**config.mk**
```make
export PLATFORM = sky130hd
export DESIGN_NAME = irq_source_unit
export DESIGN_NICKNAME = d
export VERILOG_FILES = /design/src/rtl/irqsrc_pkg.sv /design/src/rtl/irqsrc_slot.sv /design/src/rtl/irqsrc_arbiter.sv /design/src/rtl/irqsrc_scan.sv /design/src/rtl/irq_source_unit.sv
export SDC_FILE = /design/constraint.sdc
export NUM_CORES = 1
export LEC_CHECK = 0
export ABC_AREA = 0
export ABC_CLOCK_PERIOD_IN_PS = 6750
export BUFFER_PORTS_ARGS = -buffer_cell sky130_fd_sc_hd__buf_4
export CAP_MARGIN = 20
export CORE_MARGIN = 1
export CORE_UTILIZATION = 25
export CTS_CLUSTER_DIAMETER = 200
export DETAILED_ROUTE_END_ITERATION = 8
export GPL_TIMING_DRIVEN = 0
export PLACE_DENSITY = 0.49
export SETUP_SLACK_MARGIN = 0.5
export SLEW_MARGIN = 40
export SYNTH_ARGS = -nofsm -noshare
export SYNTH_HDL_FRONTEND = slang
export SYNTH_SLANG_ARGS = --single-unit
```
**constraint.sdc**
```tcl
create_clock -name clk -period 6.75 [get_ports clk]
set_input_delay 0.675 -clock clk [delete_from_list [all_inputs] [get_ports clk]]
set_output_delay 0.675 -clock clk [all_outputs]
set_load 0.03 [all_outputs]
```
**src/rtl/irqsrc_pkg.sv**
```systemverilog
package irqsrc_pkg;

    localparam int PRIO_W = 8;
    localparam logic [PRIO_W-1:0] PRIO_OFF = 8'hFF;

    typedef logic [PRIO_W-1:0] prio_t;

    typedef struct packed {
        logic asserted;
        logic sent;
        logic rejected;
        logic mpend;
        logic queued;
    } src_status_t;

    function automatic logic prio_live(prio_t p);
        return p != PRIO_OFF;
    endfunction

endpackage

```
**src/rtl/irqsrc_slot.sv**
```systemverilog
module irqsrc_slot
    import irqsrc_pkg::*;
#(
    parameter int SERVER_W = 4
) (
    input  logic                clk,
    input  logic                rst,
    input  logic                is_level,
    input  logic                trig,
    input  logic                cfg_hit,
    input  logic [SERVER_W-1:0] cfg_server,
    input  prio_t               cfg_prio,
    input  logic                rej_hit,
    input  logic                eoi_hit,
    input  logic                scan_hit,
    input  logic                grant,
    output logic                queued,
    output prio_t               prio,
    output logic [SERVER_W-1:0] server
);

    src_status_t         st_q, st_d;
    prio_t               prio_q, prio_d;
    logic [SERVER_W-1:0] server_q, server_d;
    logic                lvl_change;

    assign lvl_change = trig != st_q.asserted;

    always_comb begin
        st_d     = st_q;
        prio_d   = prio_q;
        server_d = server_q;
        if (grant) st_d.queued = 1'b0;
        if (is_level) st_d.asserted = trig;
        if (rej_hit) begin
            if (is_level) st_d.sent = 1'b0;
            else          st_d.rejected = 1'b1;
        end
        if (eoi_hit && is_level) st_d.sent = 1'b0;
        if (cfg_hit) begin
            prio_d   = cfg_prio;
            server_d = cfg_server;
        end
        if (!is_level) begin
            if (trig) begin
                if (prio_live(prio_d)) st_d.queued = 1'b1;
                else                   st_d.mpend  = 1'b1;
            end
            if (cfg_hit && st_d.mpend && prio_live(prio_d)) begin
                st_d.mpend  = 1'b0;
                st_d.queued = 1'b1;
            end
            if (scan_hit && st_d.rejected) begin
                st_d.rejected = 1'b0;
                if (prio_live(prio_d)) st_d.queued = 1'b1;
            end
        end else begin
            if ((cfg_hit || scan_hit || lvl_change) && prio_live(prio_d)
                && st_d.asserted && !st_d.sent) begin
                st_d.sent   = 1'b1;
                st_d.queued = 1'b1;
            end
        end
    end

    always_ff @(posedge clk) begin
        if (rst) begin
            st_q     <= '0;
            prio_q   <= PRIO_OFF;
            server_q <= '0;
        end else begin
            st_q     <= st_d;
            prio_q   <= prio_d;
            server_q <= server_d;
        end
    end

    assign queued = st_q.queued;
    assign prio   = prio_q;
    assign server = server_q;


    mask_trig_chk: assert property (@(posedge clk) disable iff (rst)
        (!is_level && trig && !cfg_hit && !prio_live(prio_q)) |=> st_q.mpend);


    sent_queue_chk: assert property (@(posedge clk) disable iff (rst)
        $rose(st_q.sent) |-> st_q.queued);


    rej_msg_chk: assert property (@(posedge clk) disable iff (rst)
        (!is_level && rej_hit && !scan_hit) |=> st_q.rejected);


    eoi_level_chk: assert property (@(posedge clk) disable iff (rst)
        (is_level && eoi_hit && !cfg_hit && !scan_hit && !lvl_change) |=> !st_q.sent);

endmodule

```
**src/rtl/irqsrc_arbiter.sv**
```systemverilog
module irqsrc_arbiter #(
    parameter int NUM_SRC = 16,
    localparam int IDX_W = $clog2(NUM_SRC)
) (
    input  logic               clk,
    input  logic               rst,
    input  logic [NUM_SRC-1:0] req,
    input  logic               ready,
    output logic               valid,
    output logic [IDX_W-1:0]   idx,
    output logic [NUM_SRC-1:0] grant
);

    localparam logic [NUM_SRC-1:0] ONE = {{(NUM_SRC-1){1'b0}}, 1'b1};

    always_comb begin
        valid = 1'b0;
        idx   = '0;
        for (int i = NUM_SRC - 1; i >= 0; i--) begin
            if (req[i]) begin
                valid = 1'b1;
                idx   = IDX_W'(i);
            end
        end
    end

    assign grant = (valid && ready) ? (ONE << idx) : '0;


    one_grant_chk: assert property (@(posedge clk) disable iff (rst)
        $onehot0(grant));


    grant_req_chk: assert property (@(posedge clk) disable iff (rst)
        (|grant) |-> ((grant & req) == grant));

endmodule

```
**src/rtl/irqsrc_scan.sv**
```systemverilog
module irqsrc_scan #(
    parameter int NUM_SRC = 16,
    localparam int IDX_W = $clog2(NUM_SRC)
) (
    input  logic               clk,
    input  logic               rst,
    input  logic               start,
    output logic               busy,
    output logic [NUM_SRC-1:0] visit
);

    localparam logic [IDX_W-1:0]   LAST = IDX_W'(NUM_SRC - 1);
    localparam logic [NUM_SRC-1:0] ONE  = {{(NUM_SRC-1){1'b0}}, 1'b1};

    logic             busy_q;
    logic [IDX_W-1:0] ptr_q;

    always_ff @(posedge clk) begin
        if (rst) begin
            busy_q <= 1'b0;
            ptr_q  <= '0;
        end else if (!busy_q) begin
            if (start) begin
                busy_q <= 1'b1;
                ptr_q  <= '0;
            end
        end else if (ptr_q == LAST) begin
            busy_q <= 1'b0;
        end else begin
            ptr_q <= ptr_q + 1'b1;
        end
    end

    assign busy  = busy_q;
    assign visit = busy_q ? (ONE << ptr_q) : '0;


    scan_end_chk: assert property (@(posedge clk) disable iff (rst)
        $fell(busy_q) |-> ($past(ptr_q) == LAST));


    scan_step_chk: assert property (@(posedge clk) disable iff (rst)
        (busy_q && ptr_q != LAST) |=> (busy_q && ptr_q == $past(ptr_q) + 1'b1));

endmodule

```
**src/rtl/irq_source_unit.sv**
```systemverilog
module irq_source_unit
    import irqsrc_pkg::*;
#(
    parameter int NUM_SRC  = 16,
    parameter int SRC_BASE = 4096,
    parameter int SRCNUM_W = 16,
    parameter int SERVER_W = 4,
    localparam int IDX_W = $clog2(NUM_SRC)
) (
    input  logic                clk,
    input  logic                rst,
    input  logic [NUM_SRC-1:0]  src_level,
    input  logic [NUM_SRC-1:0]  trig_in,
    input  logic                cfg_we,
    input  logic [IDX_W-1:0]    cfg_idx,
    input  logic [SERVER_W-1:0] cfg_server,
    input  logic [7:0]          cfg_prio,
    input  logic                rej_valid,
    input  logic [SRCNUM_W-1:0] rej_num,
    input  logic                eoi_valid,
    input  logic [SRCNUM_W-1:0] eoi_num,
    input  logic                resend_req,
    output logic                resend_busy,
    output logic                offer_valid,
    input  logic                offer_ready,
    output logic [SRCNUM_W-1:0] offer_num,
    output logic [7:0]          offer_prio,
    output logic [SERVER_W-1:0] offer_server
);

    localparam logic [SRCNUM_W-1:0] BASE_N = SRCNUM_W'(SRC_BASE);
    localparam logic [SRCNUM_W-1:0] CNT_N  = SRCNUM_W'(NUM_SRC);

    logic [SRCNUM_W-1:0] rej_off, eoi_off;
    logic                rej_ok, eoi_ok;
    logic [NUM_SRC-1:0]  queued_v, grant_v, visit_v;
    prio_t               prio_v   [NUM_SRC];
    logic [SERVER_W-1:0] server_v [NUM_SRC];
    logic [IDX_W-1:0]    sel_idx;

    assign rej_off = rej_num - BASE_N;
    assign eoi_off = eoi_num - BASE_N;
    assign rej_ok  = rej_valid && (rej_num >= BASE_N) && (rej_off < CNT_N);
    assign eoi_ok  = eoi_valid && (eoi_num >= BASE_N) && (eoi_off < CNT_N);

    irqsrc_scan #(.NUM_SRC(NUM_SRC)) u_scan (
        .clk   (clk),
        .rst   (rst),
        .start (resend_req),
        .busy  (resend_busy),
        .visit (visit_v)
    );

    for (genvar i = 0; i < NUM_SRC; i++) begin : g_src
        irqsrc_slot #(.SERVER_W(SERVER_W)) u_slot (
            .clk        (clk),
            .rst        (rst),
            .is_level   (src_level[i]),
            .trig       (trig_in[i]),
            .cfg_hit    (cfg_we && (cfg_idx == IDX_W'(i))),
            .cfg_server (cfg_server),
            .cfg_prio   (cfg_prio),
            .rej_hit    (rej_ok && (rej_off == SRCNUM_W'(i))),
            .eoi_hit    (eoi_ok && (eoi_off == SRCNUM_W'(i))),
            .scan_hit   (visit_v[i]),
            .grant      (grant_v[i]),
            .queued     (queued_v[i]),
            .prio       (prio_v[i]),
            .server     (server_v[i])
        );
    end

    irqsrc_arbiter #(.NUM_SRC(NUM_SRC)) u_arb (
        .clk   (clk),
        .rst   (rst),
        .req   (queued_v),
        .ready (offer_ready),
        .valid (offer_valid),
        .idx   (sel_idx),
        .grant (grant_v)
    );

    assign offer_num    = BASE_N + SRCNUM_W'(sel_idx);
    assign offer_prio   = prio_v[sel_idx];
    assign offer_server = server_v[sel_idx];


    offer_hold_chk: assert property (@(posedge clk) disable iff (rst)
        (offer_valid && !offer_ready) |=> offer_valid);


    offer_range_chk: assert property (@(posedge clk) disable iff (rst)
        offer_valid |-> (offer_num >= BASE_N && offer_num < BASE_N + CNT_N));

endmodule

```
==> impl_metrics.tcl, run 1 <==
set metrics [dict create \
    status "complete, no violations" \
    final_cell_mix "480 x nand2_1, 277 x dfxtp_1, 182 x a21oi_1" \
    arrival_ps 4490 \
    synth_seq_area_share 0.398 \
    async_flop_share 0 \
    clk_path_buf_depth 3 \
    cp.required_ps 6070 \
    fin_crit_sh 0.765 \
    tightest_slew_ps 927 \
    finClkSkew_ps 23.2 \
    p_leak_nw 6.77 \
    endpoint_kind "primary output" \
    post_cts.repair.setup_buffers 0 \
    grt_use_total 0.217 \
    ys_ff_latch 277 \
    synth.distinct_cells 67 \
    clk_pin_slew_worst_paths_ps 60 \
    hold_viol 0 \
    use_met3 0.0312 \
    placedCellCount 2698 \
    h-tree-depth 2 \
    start_util 0.253 \
    synth_xor_area_frac 0.000629 \
    slew_viol_final 0 \
    fp.coreArea_um2 55100 \
    cp_num_buf_inv 4 \
    viasPerCell 5.31 \
    use_met1 0.290 \
    crit_chain "buf_2 -> nor2_1 -> nor3_2 -> a31oi_1 -> inv_1 -> clkbuf_1 -> nor2_1 -> a2111oi_0 -> and3_1 -> buf_4" \
    ys_warn_count 0 \
    n_antenna_cell 0 \
    cts_resized 0 \
    ir_drop_v 0.000166 \
    synth_mux_area_frac 0.0431 \
    cts_tree "built" \
    antenna_found_initial 2 \
    hold_buffers 0 \
    synth_edf_count 0 \
    synth_compound_area_frac 0.167 \
    grt_util_met2 0.338 \
    power_mw 5.07 \
    core.rowCount 86 \
    synthSimpleGateAreaFrac 0.334 \
    vias 14700 \
    path_class "flip-flop to primary output" \
    grt.busiest_layer "met2" \
    final_common_cell "nand2_1" \
    cts_root_buffer "clkbuf_16" \
    max_freq_mhz 194 \
    place.gp.congestion 0.946 \
    crit_slowest_cell "a2111oi_0" \
    finalNetCount 2080 \
    post_drt_wl_per_cell_um 22.7 \
    fin_tns_setup_ps 0 \
    overflow 0 \
    cts_made_buffers 35 \
    die_w_um 238 \
    grt_pass1_vias 13800 \
    rsz0062_at_grt "false" \
    nFillCells 6001 \
    final_area_um2 16800 \
    drtAntennaViolNets 0 \
    final_cells 2760 \
    grt_start_max_net_pins 13 \
    dp_hpwl_um 47600 \
    dpl_cell_area_um2 15600 \
    drive_above_1_share 0.105 \
    path_common_cell "nor2_1" \
    grt_pass1_wl_um 90900 \
    clk_latency_ps 560 \
    max-cap-violations 0 \
    synth-adder-area-share 0.00539 \
    slew_headroom 0.382 \
    p_per_area_nw_per_um2 301 \
    syn_avg_cell_area_um2 7.53 \
    fp.dieH_um 238 \
    areaGrowthSynthToFinish_pct 20.6 \
    syn-instance-count 1851 \
    finalSetupViolations 0 \
    synth_area_um2 13900 \
    drt_iter0_drc 1622 \
    die_area_um2 56700 \
    cts_sinks 277 \
    ios 117 \
    hold_path.class "input port to flip-flop" \
    crit_fanout 10 \
    synth_flop_cell "dfxtp_1" \
    start_kind "flip-flop" \
    first_pass_iters 5 \
    drcViolationCount 0 \
    synth_top_family_by_area "simple AND/OR/NAND/NOR gates" \
    max_stage_delay_ps 860 \
    port_buffers 86 \
    crit_family "simple AND/OR/NAND/NOR gates" \
    finalCriticalPeriod_ps 5160 \
    wl_um 62700 \
]
flip-flops by register name, indices dropped and copies added (netlist names):
| register | flops |
|---|---|
| g_src.u_slot.prio | 128 |
| g_src.u_slot.st_q | 64 |
| u_scan.ptr_q | 4 |
| g_src.u_slot.server | 64 |
| u_scan.busy | 1 |
| g_src.u_slot.queued | 16 |
cells by family (layout without fill, tap and decap cells):
| group | after synthesis | count (layout) |
|---|---|---|
| simple gates | 961 | 961 |
| xor+xnor | 1 | 1 |
| fa+ha+maj | 6 | 6 |
| mux | 59 | 59 |
| buf+inv | 167 | 318 |
| flops | 277 | 277 |
| compound gates | 378 | 378 |
| other cells | 2 | 12 |
routing by layer:
metal | vias up | wire [um]
met1 | 7028 | 27200
met3 | 131 | 4650
li1 | 6771 | -
met4 | 2 | 3200
met5 | - | 12
met2 | 720 | 27600
worst reg2reg max path: cells and delay by family, from the launching register on:
family	cells	cell delay, ps
compound gates	4	1060
buf+inv	2	1170
flops	1	360
simple gates	2	460
where the power goes:
part / internal, mW / leakage [nW] / total (mW) / switching (mW)
Clock: 1.12 / 0.562 / 1.90 / 0.774
Combinational: 0.443 / 3.95 / 1.43 / 0.987
Sequential: 1.69 / 2.25 / 1.74 / 0.0471
layout make-up:
cell class | instances | area (um^2) | share of cell area
multi-input cells | 1417 | 7790 | 0.464
flip-flops and latches | 277 | 5550 | 0.330
clock buffers | 55 | 1060 | 0.0632
well taps | 748 | 936 | 0.0557
repair buffers | 89 | 668 | 0.0398
plain buffers | 133 | 594 | 0.0354
inverters | 34 | 128 | 0.00759
clock inverters | 7 | 78.8 | 0.00469
through the flow:
| step | hold slack (ps) | setup slack (ps) | utilization |
|---|---|---|---|
| floorplan | 432 | 3530 | - |
| global placement | 438 | 1990 | 0.282 |
| detailed placement | 442 | 2310 | 0.284 |
| CTS | 300 | 1710 | 0.305 |
| global route | 317 | 1630 | 0.305 |
| finish | 316 | 1590 | 0.305 |
worst paths after layout:
path	slack [ps]	startpoint	depth (start not counted)	endpoint
worst min-delay path	320	resend_req	2	u_scan.ptr_q[3]$_SDFFE_PP0P_
worst min register to register	450	g_src[2].u_slot.server[0]$_SDFFE_PP0P_	2	g_src[2].u_slot.server[0]$_SDFFE_PP0P_
worst max-delay path	1590	g_src[2].u_slot.queued$_SDFF_PP0_	10	offer_prio[4]
worst max register to register	3560	g_src[6].u_slot.queued$_SDFF_PP0_	8	g_src[5].u_slot.queued$_SDFF_PP0_
synthesized netlist by cell type (all sizes together) (15+ instances only):
library cell | number | share of area
inv | 34 | 0.0092
nor2b | 15 | 0.0067
clkbuf | 102 | 0.027
a211oi | 26 | 0.014
a21oi | 182 | 0.065
nand2 | 481 | 0.13
nand4 | 52 | 0.023
nand3 | 55 | 0.020
nand3b | 125 | 0.067
buf | 31 | 0.014
nor3 | 51 | 0.019
mux2i | 51 | 0.037
and3 | 18 | 0.0081
dfxtp | 277 | 0.40
nor2 | 107 | 0.031
o21ai | 49 | 0.018
a31oi | 24 | 0.011
(Power assumes the default switching activity.)
==> run 2, diff against run 1 <==
Settings changed: ABC_CLOCK_PERIOD_IN_PS 6750 to 4400, PLACE_DENSITY 0.49 to 0.5.
Clock period 6.75 ns to 4.4 ns, I/O delays scaled along.
==> run 2 against run 1 <==
Against the previous run: total power is 57% higher; clock power up 49%; global-route usage decreased by 0.35 points; cell count rose by 0.25%; critical path depth is 3 lower; wire length shrank 1.3%; sequential share of layout area is 0.72 points lower; clock skew about the same; first-iteration DRC count shrank 15%; worst hold slack worse by 190 ps.
==> impl_metrics.tcl, run 2 (same netlist as run 1, synthesis figures left out) <==
set metrics [dict create \
    drtAntennaViolNets 0 \
    grt.busiest_layer "met2" \
    cp.required_ps 3960 \
    grt_util_met2 0.333 \
    n_antenna_cell 0 \
    tightest_slew_ps 957 \
    core.rowCount 86 \
    final_cell_mix "476 x nand2_1, 274 x dfxtp_1, 180 x a21oi_1" \
    crit_slowest_cell "or4_1" \
    cts_root_buffer "clkbuf_16" \
    hold_viol 0 \
    clk_pin_slew_worst_paths_ps 60 \
    max_freq_mhz 254 \
    first_pass_iters 6 \
    grt_pass1_wl_um 90200 \
    p_leak_nw 6.89 \
    grt_start_max_net_pins 12 \
    rsz0062_at_grt "true" \
    endpoint_kind "primary output" \
    fin_tns_setup_ps 0 \
    status "complete, no violations" \
    dpl_cell_area_um2 15600 \
    drcViolationCount 0 \
    finClkSkew_ps 23.4 \
    clk_latency_ps 540 \
    cts_made_buffers 35 \
    overflow 0 \
    largest_register_ffs 128 \
    grt_use_total 0.213 \
    drive_above_1_share 0.127 \
    drt_iter0_drc 1372 \
    fp.dieH_um 238 \
    path_class "flip-flop to primary output" \
    dp_hpwl_um 46800 \
    post_drt_wl_per_cell_um 22.4 \
    place_worst_setup_slack_ps 320 \
    final_area_um2 17200 \
    fp.coreArea_um2 55100 \
    ios 117 \
    areaGrowthSynthToFinish_pct 23.4 \
    wl_um 61800 \
    viasPerCell 5.30 \
    ir_drop_v 0.000234 \
    slew_headroom 0.362 \
    power_mw 7.93 \
    use_met3 0.0330 \
    r2r-start "g_src[4].u_slot.queued$_SDFF_PP0_" \
    hold_path.class "input port to flip-flop" \
    fin_crit_sh 0.893 \
    max-cap-violations 0 \
    crit_start "g_src[13].u_slot.queued$_SDFF_PP0_" \
    die_w_um 238 \
    start_kind "flip-flop" \
    finalNetCount 2087 \
    finalSetupViolations 0 \
    max_stage_delay_ps 580 \
    nFillCells 5934 \
    clk_path_buf_depth 3 \
    h-tree-depth 2 \
    worstHoldStart "resend_req" \
    die_area_um2 56700 \
    antenna_found_initial 0 \
    whs_ps 122 \
    port_buffers 86 \
    crit_chain "or4_1 -> nor4b_1 -> a21oi_1 -> nor2_4 -> nand3_1 -> and4_1 -> buf_4" \
    use_met1 0.289 \
    cts_tree "built" \
    start_util 0.253 \
    grt_pass1_vias 13700 \
    place.gp.congestion 1.01 \
    finalCriticalPeriod_ps 3930 \
    crit_fanout 7 \
    timing.final.ws_setup_ps 469 \
    vias 14700 \
    p_per_area_nw_per_um2 461 \
    arrival_ps 3490 \
    cts_sinks 277 \
    final_common_cell "nand2_1" \
    slew_viol_final 0 \
]
## run 2: cell count changes in the layout (fill, tap and decap cells not counted), sizes merged
cell / before / now
buf: 120 / 126
clkbuf: 157 / 159
inv: 36 / 35
## run 2: report_power, final
part / switching, mW / leakage [nW] / internal (mW)
Sequential: 0.0762 / 2.25 / 2.60
Clock: 1.16 / 0.547 / 1.69
Combinational: 1.58 / 4.09 / 0.829
Total: 2.81 / 6.89 / 5.11
## run 2: path summary, 6_finish.rpt
path	endpoint	cells past startpoint	slack [ps]
worst max-delay path	offer_server[1]	7	470
worst min-delay path	u_scan.ptr_q[3]$_SDFFE_PP0P_	2	120
worst max register to register	g_src[4].u_slot.queued$_SDFF_PP0_	11	1620
worst min register to register	g_src[6].u_slot.server[0]$_SDFFE_PP0P_	2	450
## run 2: per-layer routing
layer  routed length [um]  vias up
li1                     -     6783
met1                27200     7108
met2                27400      657
met3                 4510      118
met4                 2740        0
met5                    0        -
## run 2: critical path, delay by kind of cell, from the launching register on
kind	cells	cell delay, ps
AO/OA/AOI/OAI	1	420
buffers and inverters	1	190
flip-flops	1	350
AND/OR/NAND/NOR	5	2000
## run 2: area by class of cell
| cell class | count | area [um^2] | share of cell area |
|---|---|---|---|
| inverters | 34 | 128 | 0.00742 |
| repair buffers | 96 | 737 | 0.0429 |
| plain buffers | 133 | 627 | 0.0365 |
| multi-input cells | 1417 | 8100 | 0.471 |
| well taps | 748 | 936 | 0.0544 |
| clock buffers | 56 | 1050 | 0.0608 |
| flip-flops and latches | 277 | 5550 | 0.323 |
| clock inverters | 6 | 70.1 | 0.00407 |
## run 2: what timing repair did
item,CTS,global route
pin swaps,6,3
gates resized for setup,55,22
hold buffers,0,0
setup endpoints to repair,12,11
cloned,0,0
buffers inserted,3,5
## run 2: stage by stage
step           utilization  std cells
5_1_grt              0.312       2767
4_1_cts              0.309       2761
3_3_place_gp         0.282       2695
2_1_floorplan            -       1861
3_5_place_dp         0.284       2696
6_report             0.312       2767
